===== src/rtl/ssp_pkg.sv =====
package ssp_pkg;
  localparam int DW = 16;
  localparam int PW = 8;

  localparam logic [1:0] ADDR_CTRL  = 2'd0;
  localparam logic [1:0] ADDR_PRESC = 2'd1;
  localparam logic [1:0] ADDR_DATA  = 2'd2;
  localparam logic [1:0] ADDR_STAT  = 2'd3;

  typedef struct packed {
    logic [7:0] rate;
    logic       en;
    logic       loop;
    logic       cpha;
    logic       cpol;
    logic [3:0] fsize;
  } ssp_ctrl_t;

  function automatic logic [PW-1:0] legal_presc(input logic [PW-1:0] v);
    if (v < PW'(2))               return PW'(2);
    else if (v == {PW{1'b1}})     return {{(PW-1){1'b1}}, 1'b0};
    else if (v[0])                return v + PW'(1);
    else                          return v;
  endfunction
endpackage


===== src/rtl/ssp_fifo.sv =====
module ssp_fifo #(
  parameter int W     = 16,
  parameter int DEPTH = 8
) (
  input  logic         clk_i,
  input  logic         rst_ni,
  input  logic         push_i,
  input  logic [W-1:0] data_i,
  input  logic         pop_i,
  output logic [W-1:0] data_o,
  output logic         empty_o,
  output logic         full_o
);
  localparam int AW = (DEPTH > 1) ? $clog2(DEPTH) : 1;
  localparam int CW = $clog2(DEPTH + 1);

  logic [W-1:0]  mem [DEPTH];
  logic [AW-1:0] wr_ptr, rd_ptr;
  logic [CW-1:0] cnt;
  logic          do_push, do_pop;

  assign empty_o = (cnt == '0);
  assign full_o  = (cnt == CW'(DEPTH));
  assign do_push = push_i && !full_o;
  assign do_pop  = pop_i && !empty_o;
  assign data_o  = mem[rd_ptr];

  function automatic logic [AW-1:0] nxt(input logic [AW-1:0] p);
    return (p == AW'(DEPTH - 1)) ? '0 : p + AW'(1);
  endfunction

  always_ff @(posedge clk_i) begin
    if (do_push) mem[wr_ptr] <= data_i;
  end

  always_ff @(posedge clk_i or negedge rst_ni) begin
    if (!rst_ni) begin
      wr_ptr <= '0;
      rd_ptr <= '0;
      cnt    <= '0;
    end else begin
      if (do_push) wr_ptr <= nxt(wr_ptr);
      if (do_pop)  rd_ptr <= nxt(rd_ptr);
      case ({do_push, do_pop})
        2'b10:   cnt <= cnt + CW'(1);
        2'b01:   cnt <= cnt - CW'(1);
        default: cnt <= cnt;
      endcase
    end
  end


  no_overflow_chk: assert property (@(posedge clk_i) disable iff (!rst_ni)
    (full_o && push_i && !pop_i) |=> (full_o && $stable(wr_ptr)));


  no_underflow_chk: assert property (@(posedge clk_i) disable iff (!rst_ni)
    (empty_o && pop_i && !push_i) |=> (empty_o && $stable(rd_ptr)));
endmodule


===== src/rtl/ssp_clkgen.sv =====
module ssp_clkgen #(
  parameter int PW = 8,
  parameter int RW = 8
) (
  input  logic          clk_i,
  input  logic          rst_ni,
  input  logic          run_i,
  input  logic [PW-1:0] presc_i,
  input  logic [RW-1:0] rate_i,
  output logic          tick_o
);
  localparam int CW = PW + RW;

  logic [CW-1:0] half, cnt;

  // half serial period = (presc/2) * (rate+1)
  assign half   = CW'(presc_i[PW-1:1]) * (CW'(rate_i) + CW'(1));
  assign tick_o = run_i && (cnt == half - CW'(1));

  always_ff @(posedge clk_i or negedge rst_ni) begin
    if (!rst_ni)                cnt <= '0;
    else if (!run_i || tick_o)  cnt <= '0;
    else                        cnt <= cnt + CW'(1);
  end


  tick_spacing_chk: assert property (@(posedge clk_i) disable iff (!rst_ni)
    (tick_o && half != CW'(1) && run_i) |=> !tick_o);
endmodule


===== src/rtl/ssp_shifter.sv =====
module ssp_shifter #(
  parameter int DW = 16
) (
  input  logic                   clk_i,
  input  logic                   rst_ni,
  input  logic                   en_i,
  input  logic                   cpol_i,
  input  logic                   cpha_i,
  input  logic [$clog2(DW)-1:0]  fsize_i,
  input  logic                   miso_i,
  input  logic                   tick_i,
  input  logic                   tx_valid_i,
  input  logic [DW-1:0]          tx_data_i,
  output logic                   tx_pop_o,
  output logic                   rx_push_o,
  output logic [DW-1:0]          rx_data_o,
  output logic                   active_o,
  output logic                   sclk_o,
  output logic                   mosi_o
);
  localparam int BW = $clog2(DW);

  logic          active, lvl;
  logic [BW:0]   edge_cnt;
  logic [DW-1:0] tx_sr, rx_sr, rx_next, mask;
  logic [BW:0]   nbits;
  logic          leading, last_edge, samp, shift_out;

  assign leading   = !lvl;
  assign last_edge = (edge_cnt == {fsize_i, 1'b1});
  assign samp      = cpha_i ? !leading : leading;
  assign shift_out = cpha_i ? (leading && edge_cnt != '0) : (!leading && !last_edge);
  assign rx_next   = samp ? {rx_sr[DW-2:0], miso_i} : rx_sr;
  assign nbits     = {1'b0, fsize_i} + (BW+1)'(1);
  assign mask      = ~({DW{1'b1}} << nbits);

  assign tx_pop_o  = !active && en_i && tx_valid_i;
  assign rx_push_o = active && en_i && tick_i && last_edge;
  assign rx_data_o = rx_next & mask;
  assign active_o  = active;
  assign sclk_o    = cpol_i ^ lvl;
  assign mosi_o    = tx_sr[DW-1];

  always_ff @(posedge clk_i or negedge rst_ni) begin
    if (!rst_ni) begin
      active   <= 1'b0;
      lvl      <= 1'b0;
      edge_cnt <= '0;
      tx_sr    <= '0;
      rx_sr    <= '0;
    end else if (!en_i) begin
      active   <= 1'b0;
      lvl      <= 1'b0;
    end else if (tx_pop_o) begin
      active   <= 1'b1;
      lvl      <= 1'b0;
      edge_cnt <= '0;
      tx_sr    <= tx_data_i << (BW'(DW-1) - fsize_i);
      rx_sr    <= '0;
    end else if (active && tick_i) begin
      lvl      <= !lvl;
      edge_cnt <= edge_cnt + (BW+1)'(1);
      rx_sr    <= rx_next;
      if (shift_out) tx_sr <= {tx_sr[DW-2:0], 1'b0};
      if (last_edge) begin
        active <= 1'b0;
        lvl    <= 1'b0;
      end
    end
  end


  idle_level_chk: assert property (@(posedge clk_i) disable iff (!rst_ni)
    !active_o |-> (sclk_o == cpol_i));


  abort_chk: assert property (@(posedge clk_i) disable iff (!rst_ni)
    !en_i |=> (!active_o && !rx_push_o));


  mosi_stable_chk: assert property (@(posedge clk_i) disable iff (!rst_ni)
    (active_o && !tick_i && en_i) |=> $stable(mosi_o));


  frame_end_chk: assert property (@(posedge clk_i) disable iff (!rst_ni)
    rx_push_o |=> !active_o);
endmodule


===== src/rtl/ssp_master.sv =====
module ssp_master
  import ssp_pkg::*;
#(
  parameter int DEPTH = 8
) (
  input  logic          clk_i,
  input  logic          rst_ni,
  input  logic          bus_sel_i,
  input  logic          bus_we_i,
  input  logic [1:0]    bus_addr_i,
  input  logic [DW-1:0] bus_wdata_i,
  output logic [DW-1:0] bus_rdata_o,
  output logic          sclk_o,
  output logic          mosi_o,
  input  logic          miso_i,
  output logic          frame_o
);
  ssp_ctrl_t     ctrl_q;
  logic [PW-1:0] presc_q;

  logic          tx_push, tx_pop, tx_empty, tx_full;
  logic [DW-1:0] tx_head;
  logic          rx_push, rx_pop, rx_empty, rx_full;
  logic [DW-1:0] rx_head, rx_word;
  logic          active, tick, busy, miso_int;
  logic [DW-1:0] status;

  logic wr_en, rd_en;
  assign wr_en   = bus_sel_i && bus_we_i;
  assign rd_en   = bus_sel_i && !bus_we_i;
  assign tx_push = wr_en && (bus_addr_i == ADDR_DATA);
  assign rx_pop  = rd_en && (bus_addr_i == ADDR_DATA);

  always_ff @(posedge clk_i or negedge rst_ni) begin
    if (!rst_ni) begin
      ctrl_q  <= '{rate: '0, en: 1'b0, loop: 1'b0, cpha: 1'b0, cpol: 1'b0, fsize: 4'd7};
      presc_q <= PW'(2);
    end else if (wr_en) begin
      if (bus_addr_i == ADDR_CTRL)  ctrl_q  <= ssp_ctrl_t'(bus_wdata_i);
      if (bus_addr_i == ADDR_PRESC) presc_q <= legal_presc(bus_wdata_i[PW-1:0]);
    end
  end

  assign busy   = active || (ctrl_q.en && !tx_empty);
  assign status = {{(DW-5){1'b0}}, busy, rx_full, !rx_empty, !tx_full, tx_empty};

  always_comb begin
    case (bus_addr_i)
      ADDR_CTRL:  bus_rdata_o = DW'(ctrl_q);
      ADDR_PRESC: bus_rdata_o = DW'(presc_q);
      ADDR_DATA:  bus_rdata_o = rx_empty ? '0 : rx_head;
      default:    bus_rdata_o = status;
    endcase
  end

  ssp_fifo #(.W(DW), .DEPTH(DEPTH)) u_txq (
    .clk_i, .rst_ni,
    .push_i(tx_push), .data_i(bus_wdata_i),
    .pop_i(tx_pop),   .data_o(tx_head),
    .empty_o(tx_empty), .full_o(tx_full)
  );

  ssp_fifo #(.W(DW), .DEPTH(DEPTH)) u_rxq (
    .clk_i, .rst_ni,
    .push_i(rx_push), .data_i(rx_word),
    .pop_i(rx_pop),   .data_o(rx_head),
    .empty_o(rx_empty), .full_o(rx_full)
  );

  ssp_clkgen #(.PW(PW), .RW(8)) u_clk (
    .clk_i, .rst_ni,
    .run_i(active), .presc_i(presc_q), .rate_i(ctrl_q.rate),
    .tick_o(tick)
  );

  assign miso_int = ctrl_q.loop ? mosi_o : miso_i;

  ssp_shifter #(.DW(DW)) u_shf (
    .clk_i, .rst_ni,
    .en_i(ctrl_q.en), .cpol_i(ctrl_q.cpol), .cpha_i(ctrl_q.cpha),
    .fsize_i(ctrl_q.fsize), .miso_i(miso_int), .tick_i(tick),
    .tx_valid_i(!tx_empty), .tx_data_i(tx_head), .tx_pop_o(tx_pop),
    .rx_push_o(rx_push), .rx_data_o(rx_word), .active_o(active),
    .sclk_o(sclk_o), .mosi_o(mosi_o)
  );

  assign frame_o = active;


  presc_even_chk: assert property (@(posedge clk_i) disable iff (!rst_ni)
    (!presc_q[0] && presc_q >= PW'(2)));


  busy_frame_chk: assert property (@(posedge clk_i) disable iff (!rst_ni)
    frame_o |-> status[4]);


  no_start_disabled_chk: assert property (@(posedge clk_i) disable iff (!rst_ni)
    (!ctrl_q.en && !frame_o) |=> !frame_o);
endmodule


===== config.mk =====
export PLATFORM = sky130hd
export DESIGN_NAME = ssp_master
export DESIGN_NICKNAME = d
export VERILOG_FILES = /design/src/rtl/ssp_pkg.sv /design/src/rtl/ssp_fifo.sv /design/src/rtl/ssp_clkgen.sv /design/src/rtl/ssp_shifter.sv /design/src/rtl/ssp_master.sv
export SDC_FILE = /design/constraint.sdc
export NUM_CORES = 1
export LEC_CHECK = 0
export BUFFER_PORTS_ARGS = -buffer_cell sky130_fd_sc_hd__buf_4
export CORE_ASPECT_RATIO = 0.75
export CORE_MARGIN = 2
export CORE_UTILIZATION = 44
export DETAILED_ROUTE_END_ITERATION = 16
export GPL_ROUTABILITY_DRIVEN = 0
export PLACE_DENSITY = 0.57
export SYNTH_ARGS = -nofsm -noshare
export SYNTH_HDL_FRONTEND = slang
export SYNTH_HIERARCHICAL = 1
export SYNTH_SLANG_ARGS = --single-unit

===== constraint.sdc =====
create_clock -name clk_i -period 9.2 [get_ports clk_i]
set_clock_uncertainty 0.15 [all_clocks]
set_input_delay 0.92 -clock clk_i [delete_from_list [all_inputs] [get_ports clk_i]]
set_output_delay 0.92 -clock clk_i [all_outputs]
set_load 0.05 [all_outputs]

=== After elaboration in Yosys (flattened, before gate mapping) ===
Memory sizes are Yosys's and may differ from the RTL's.
Index checks and enable logic that the tools add are counted.

* Bits in registers: 99
* Bits in latches: 0
* RAM bits: 256
* Bits in read-only memories: 0
* Input port bits: 23
* Output and inout port bits: 19
* Word-level logic and storage cells: 136
* Memories: 2

* $add $sub $neg: 15
* Multipliers: 1
* Div/mod/pow operators: 0
* Order comparisons: 1
* Eq/ne operators: 17
* Shifts and indexed selects: 2
* Muxes and demuxes: 35
* Bitwise logic cells: 3
* Reduce and logical (&&, ||, !) cells: 41

{| class="wikitable"
|+ Memories
! name !! words !! width !! read ports !! clocked after Yosys merged registers in !! write ports !! line !! text
|-
| u_rxq.mem || 8 || 16 || 1 || 0 || 1 || ssp_fifo.sv:17 || <nowiki>logic [W-1:0] mem [DEPTH];</nowiki>
|-
| u_txq.mem || 8 || 16 || 1 || 0 || 1 || ssp_fifo.sv:17 ||
|}

{| class="wikitable"
|+ Operators with widths
! kind !! count
|-
| 2-to-1 mux 16 bit || 8
|-
| case mux 16 bit (3 select lines) || 1
|-
| 2-to-1 mux 8 bit || 3
|-
| logical AND 1 bit || 18
|-
| adder 16 x 1 -> 16 bit, second input constant || 1
|-
| bitwise AND 16 bit || 1
|-
| == test 16 bit || 1
|-
| multiplier 7 x 16 -> 16 bit || 1
|-
| NOT 16 bit || 1
|-
| case mux 4 bit (2 select lines) || 2
|-
| << shifter 16 x 4 -> 16 bit || 1
|-
| << shifter 16 x 5 -> 16 bit, first input constant || 1
|-
| subtractor 16 x 1 -> 16 bit, second input constant || 1
|-
| 2-to-1 mux 1 bit || 15
|-
| adder 3 x 1 -> 3 bit, second input constant || 4
|-
| == test 3 bit, second input constant || 4
|-
| 2-to-1 mux 3 bit || 4
|-
| 2-to-1 mux 5 bit || 2
|-
| adder 8 x 1 -> 9 bit, second input constant || 1
|-
| adder 4 x 1 -> 4 bit, second input constant || 2
|-
| adder 8 x 1 -> 8 bit, second input constant || 1
|-
| == test 4 bit, second input constant || 2
|-
| == test 8 bit, second input constant || 1
|-
| zero test 1 bit || 8
|-
| other kinds (17) || 31
|}

=== Depth between registers and ports, before layout ===
* Depth in word-level cells: 10
* Depth in mapped cells: 28
* Depth with buffers taken out: 27

=== By module ===
Netlist, hierarchy kept.

{| class="wikitable"
|+ Modules (own cells, without submodules)
! module !! times used !! cells each !! area an instance (um2) !! seq. area each (um2)
|-
| ssp_fifo (u_rxq) || 1 || 254 || 5,635.4 || 4,093.9
|-
| ssp_fifo (u_txq) || 1 || 256 || 5,616.6 || 4,093.9
|-
| ssp_clkgen || 1 || 416 || 3,525.9 || 400.4
|-
| ssp_shifter || 1 || 330 || 2,889.0 || 975.9
|-
| ssp_master || 1 || 149 || 1,463.9 || 580.6
|}

=== Least setup slack after synthesis ===
No wires, ideal clock.

* Path kind: register -> register
* From: reg ctrl_q[8] (netlist bit)
* To: mem u_rxq.mem[0][0] (enable)
* Setup time: 0.430 ns
* Arrival time: 7.513 ns
* Required time: 8.620 ns
* Slack: 1.107 ns
* Stages on the path, launching flop included: 23
* Buffers on the path: 1
* Clock period less this slack: 8.093 ns
* Cell sequence: dfrtp_1 > ha_1 > nand3_1 > nor2_1 > xor2_1 > nand2_1 > fa_1 > fa_1 > fa_1 > fa_1 > inv_1 > ha_1 > a21oi_2 > o21ai_0 > a2111oi_2 > nor3_1 > a2111oi_4 > and4_1 > and3_1 > clkbuf_1 > and2_1 > nand2_4 > nor4_1

* Word-level cells in the longest chain between the ends: 10

{| class="wikitable"
|+ Ends and longest elaborated chain
! element !! line !! text
|-
| start: declaration || ssp_master.sv:18 || <nowiki>ssp_ctrl_t ctrl_q;</nowiki>
|-
| start signal: assignment || ssp_master.sv:36 || <nowiki>ctrl_q <= '{rate: '0, en: 1'b0, loop: 1'b0, cpha: 1'b0, cpol: 1'b0, fsize: 4'd7};</nowiki>
|-
| start signal: assignment || ssp_master.sv:39 || <nowiki>if (bus_addr_i == ADDR_CTRL) ctrl_q <= ssp_ctrl_t'(bus_wdata_i);</nowiki>
|-
| adder 8 x 1 -> 9 bit || ssp_clkgen.sv:17 || <nowiki>assign half = CW'(presc_i[PW-1:1]) * (CW'(rate_i) + CW'(1));</nowiki>
|-
| multiplier 7 x 16 -> 16 bit || ssp_clkgen.sv:17 ||
|-
| subtractor 16 x 1 -> 16 bit || ssp_clkgen.sv:18 || <nowiki>assign tick_o = run_i && (cnt == half - CW'(1));</nowiki>
|-
| == test 16 bit || ssp_clkgen.sv:18 ||
|-
| logical AND 1 bit || ssp_clkgen.sv:18 ||
|-
| net tick || ssp_master.sv:25 || <nowiki>logic active, tick, busy, miso_int;</nowiki>
|-
| logical AND 1 bit (2 in a row) || ssp_shifter.sv:38 || <nowiki>assign rx_push_o = active && en_i && tick_i && last_edge;</nowiki>
|-
| net rx_push || ssp_master.sv:23 || <nowiki>logic rx_push, rx_pop, rx_empty, rx_full;</nowiki>
|-
| logical AND 1 bit || ssp_fifo.sv:24 || <nowiki>assign do_push = push_i && !full_o;</nowiki>
|-
| 2-to-1 mux 1 bit || ssp_fifo.sv:33 || <nowiki>if (do_push) mem[wr_ptr] <= data_i;</nowiki>
|-
| 2-to-1 mux 1 bit (implied by the code) || ssp_fifo.sv:33 ||
|-
| end: declaration || ssp_fifo.sv:17 ||
|}

The timed path passes the listed nets, and every way through them passes these cells.

=== Worst setup path after layout ===
* From: reg ctrl_q[8] (netlist bit)
* To: reg u_rxq.cnt[3]

* Word-level cells in the longest chain between the ends: 10
* Elaborated cells between the ends (all ways): 12
* Classes of those cells: 2 x add/sub; 1 x mul; 3 x eq/ne; 1 x mux; 5 x reduce/logical

{| class="wikitable"
|+ Ends and longest elaborated chain
! element !! line !! text
|-
| adder 8 x 1 -> 9 bit * || ssp_clkgen.sv:17 ||
|-
| multiplier 7 x 16 -> 16 bit * || ssp_clkgen.sv:17 ||
|-
| subtractor 16 x 1 -> 16 bit * || ssp_clkgen.sv:18 ||
|-
| == test 16 bit * || ssp_clkgen.sv:18 ||
|-
| logical AND 1 bit * || ssp_clkgen.sv:18 ||
|-
| net tick || ssp_master.sv:25 ||
|-
| logical AND 1 bit * (2 in a row) || ssp_shifter.sv:38 ||
|-
| net rx_push || ssp_master.sv:23 ||
|-
| logical AND 1 bit * || ssp_fifo.sv:24 ||
|-
| == test 2 x 1 -> 1 bit / == test 2 bit (equally long branches) || ssp_fifo.sv:44 || <nowiki>case ({do_push, do_pop})</nowiki>
|-
| case mux 4 bit (2 select lines) / nonzero test 2 bit (equally long branches) || - ||
|-
| end signal: assignment || ssp_fifo.sv:45 || <nowiki>2'b10: cnt <= cnt + CW'(1);</nowiki>
|-
| end signal: assignment || ssp_fifo.sv:46 || <nowiki>2'b01: cnt <= cnt - CW'(1);</nowiki>
|-
| end signal: assignment || ssp_fifo.sv:47 || <nowiki>default: cnt <= cnt;</nowiki>
|-
| end: declaration || ssp_fifo.sv:19 || <nowiki>logic [CW-1:0] cnt;</nowiki>
|}

The timed path passes the listed nets; every way through them passes the cells marked *.
A chain may end at the register's enable or synchronous reset.

==> flow_summary.yaml <==
drt:
  drtAntennaViolNets: 0
  drc: 0
  drt_iter0_markers: 909
  drt-total-wl_um: 44770
  routedWlPerCell_um: 21.91
  dr.pass1.iters: 6
  vias: 11544
  via_per_inst: 5.648
worst_setup_path:
  worstPathMaxFanout: 17
  cp-end-kind: "register"
  worstPathRequired_ns: 9.45
  r2r_start: "ctrl_q[8]"
  worstPathArrival_ns: 8.80
  r2r-end: "u_rxq/cnt[3]"
  critPathLaunchType: "register"
  ff2ff_setup_slack_ns: 0.65
  rr_worst_depth: 25
  crit_type: "reg -> reg"
sta:
  fin_ws_ns: 0.6494
  period_share_pct: 92.94
  max_slew_margin_pct: 22.42
  final_max_slew_viol_count: 0
  period_needed_ns: 8.551
  fmax_mhz: 117.0
  hold_viol_final: 0
  rsz0062_at_grt: "no"
  setup_viol: 0
  tightestPinTransition_ns: 1.156
  fin_setup_tns_ns: 0
placed_design:
  placed_cells: 1981
  pre_cts_ws_ns: 0.4769
  portBuffers: 41
  placed_area_sq_um: 19990
  hpwl_um: 30260
flow_run:
  maxCapViolCount: 0
clock_network:
  clk_pin_slew_worst_paths_ns: 0.06
  cts_root_buffer: "clkbuf_16"
  hold_buffers: 0
  cts.sinks: 354
  h-tree-depth: 2
  cts_tree: "done"
  clockBufferDepth: 3
  post-cts-setup-buffers: 0
  numCtsBuffers: 36
  clk_latency_ns: 0.53
synthesis:
  syn_area_sq_um: 19130
  synth-warning-count: 6
  syn_inst: 1404
  syn_area_per_cell_sq_um: 13.62
  synthesis.nets: 1529
final_layout:
  fin_cells: 2044
  synthToLayoutAreaGrowth_pct: 10.45
  drive_gt1_share_pct: 16.98
  regArea_sq_um: 10150
  layout.nets: 1566
  diodes: 0
  fill_cells: 3764
  final_cell_area_sq_um: 21130
  multi_input_area_sq_um: 8292
grt:
  grt-ovfl-total: 0
  antenna_found_initial: 0
  track_usage_pct: 20.30
  first_global_vias: 11557
  grt_pass1_wl_um: 69420
  grt_max_degree: 53
floorplanning:
  die_y_um: 184.6
  die_w_um: 244.8
  start_util_pct: 44.37
  die-area_sq_um: 45170
  coreArea_sq_um: 43110
  io_pins: 42
  core.rowCount: 66
run_status:
  status: "finished, final reports clean"
pwr:
  internal-power_mw: 4.239
  comb_power_share_pct: 52.2
  p_clk_share_pct: 19.6
  power.switching_mw: 3.123
  swShare_pct: 42.42
  p_seq_share_pct: 28.3
  leakage_nw: 7.681
  power_density_nw_per_um2: 348.5
  ir_drop_mv: 0.4190
min_path:
  hp-class: "in -> async"
registers in the layout, indices dropped and copies added (netlist names), 4 cells and up:
register / count
u_txq/cnt: 4
u_shf/tx_sr: 16
u_txq/mem: 128
ctrl_q: 16
u_rxq/cnt: 4
u_shf/rx_sr: 16
u_clk/cnt: 16
presc_q: 7
u_rxq/mem: 128
u_shf/edge_cnt: 5
how the worst max path moves through the flow:
stage	startpoint	endpoint	slack [ns]
3_3_place_gp	ctrl_q[8]	u_rxq/cnt[3]	0.84
3_5_place_dp	ctrl_q[8]	u_rxq/cnt[3]	0.48
5_1_grt	ctrl_q[8]	u_rxq/cnt[3]	0.11
4_1_cts	ctrl_q[8]	u_rxq/cnt[3]	0.45
2_1_floorplan	ctrl_q[8]	u_rxq/mem[0][0]	1.11
6_report	ctrl_q[8]	u_rxq/cnt[3]	0.65
cells in the final DEF (no fill, tap or decap), types with 7 or more instances in the layout:
master     instances
and3_1             8
mux2i_1           44
inv_1             86
clkinv_1           9
nor3_2             9
and2_1            22
xor2_1            27
nor2_1            59
mux4_1            51
dfrtp_1           92
ha_1              61
nor3b_1           11
clkbuf_1           8
a21oi_1           36
a211oi_1           9
nor3_1            13
nor2b_1           26
o211ai_1           7
clkbuf_16         36
o21ai_0           45
mux4_2            15
a31oi_1           21
nand2_1          125
mux2_2            70
nand3_1           30
nand4_1           13
xnor2_1           32
a22o_1             9
buf_4             67
nand2b_1          14
fa_1              41
edfxtp_1         256
through the flow:
step	hold slack, ns	power [mW]	utilization (%)
global placement	0.3492	5.871	46.37
CTS	0.3146	7.367	49.00
finish	0.2984	7.362	49.01
global route	0.3406	7.916	49.01
floorplan	0.3180	5.077	-
detailed placement	0.3494	5.899	46.37
final cells by class:
type	count	share of cell area [%]
clock buffer	44	4.407
clock inverter	19	0.9595
inverter	87	1.546
multi-input combinational	895	39.25
sequential	354	48.03
tap	578	3.423
timing repair buffer	67	2.381
metal layers:
metal | track usage (%) | part of all wire [%] | up-vias
met5 | 0 | 0 | -
met1 | 30.47 | 49 | 5848
met3 | 3.538 | 5.6 | 52
met4 | 5.146 | 2.0 | 0
met2 | 30.56 | 44 | 293
li1 | - | - | 5351
what timing repair did:
action / 4_1_cts / 5_1_grt
resized for setup: 0 / 1
endpoints found under the setup margin: 0 / 1
hold endpoints to repair: 0 / 0
power by group through the flow:
stage | clock network (mW) | registers (mW) | logic (mW)
after floorplan | 0 | 1.93 | 3.14
after global placement | 0 | 2.11 | 3.76
after detailed placement | 0 | 2.11 | 3.79
after CTS | 1.48 | 2.08 | 3.81
after global routing | 1.54 | 2.10 | 4.27
final | 1.44 | 2.08 | 3.84
critical path, cell delays in order (launching register included):
cell and delay, ns:
dfrtp_1 0.53, ha_1 0.25, nand3_1 0.13, xnor2_1 0.58
nand2_1 0.19, fa_1 0.61, fa_1 0.44, fa_1 0.52
fa_1 0.54, inv_1 0.04, ha_1 0.36, a21oi_2 0.44
o211ai_1 0.21, a31o_2 0.29, a21oi_1 0.17, xnor2_1 0.13
buf_4 0.24, and4_1 0.34, and3_1 0.30, and2_1 0.22
nand2_4 0.11, ha_1 0.32, ha_1 0.38, or4b_2 0.67
o311ai_0 0.13, o211ai_1 0.13
No activity file was read; power rests on OpenSTA's default activity.
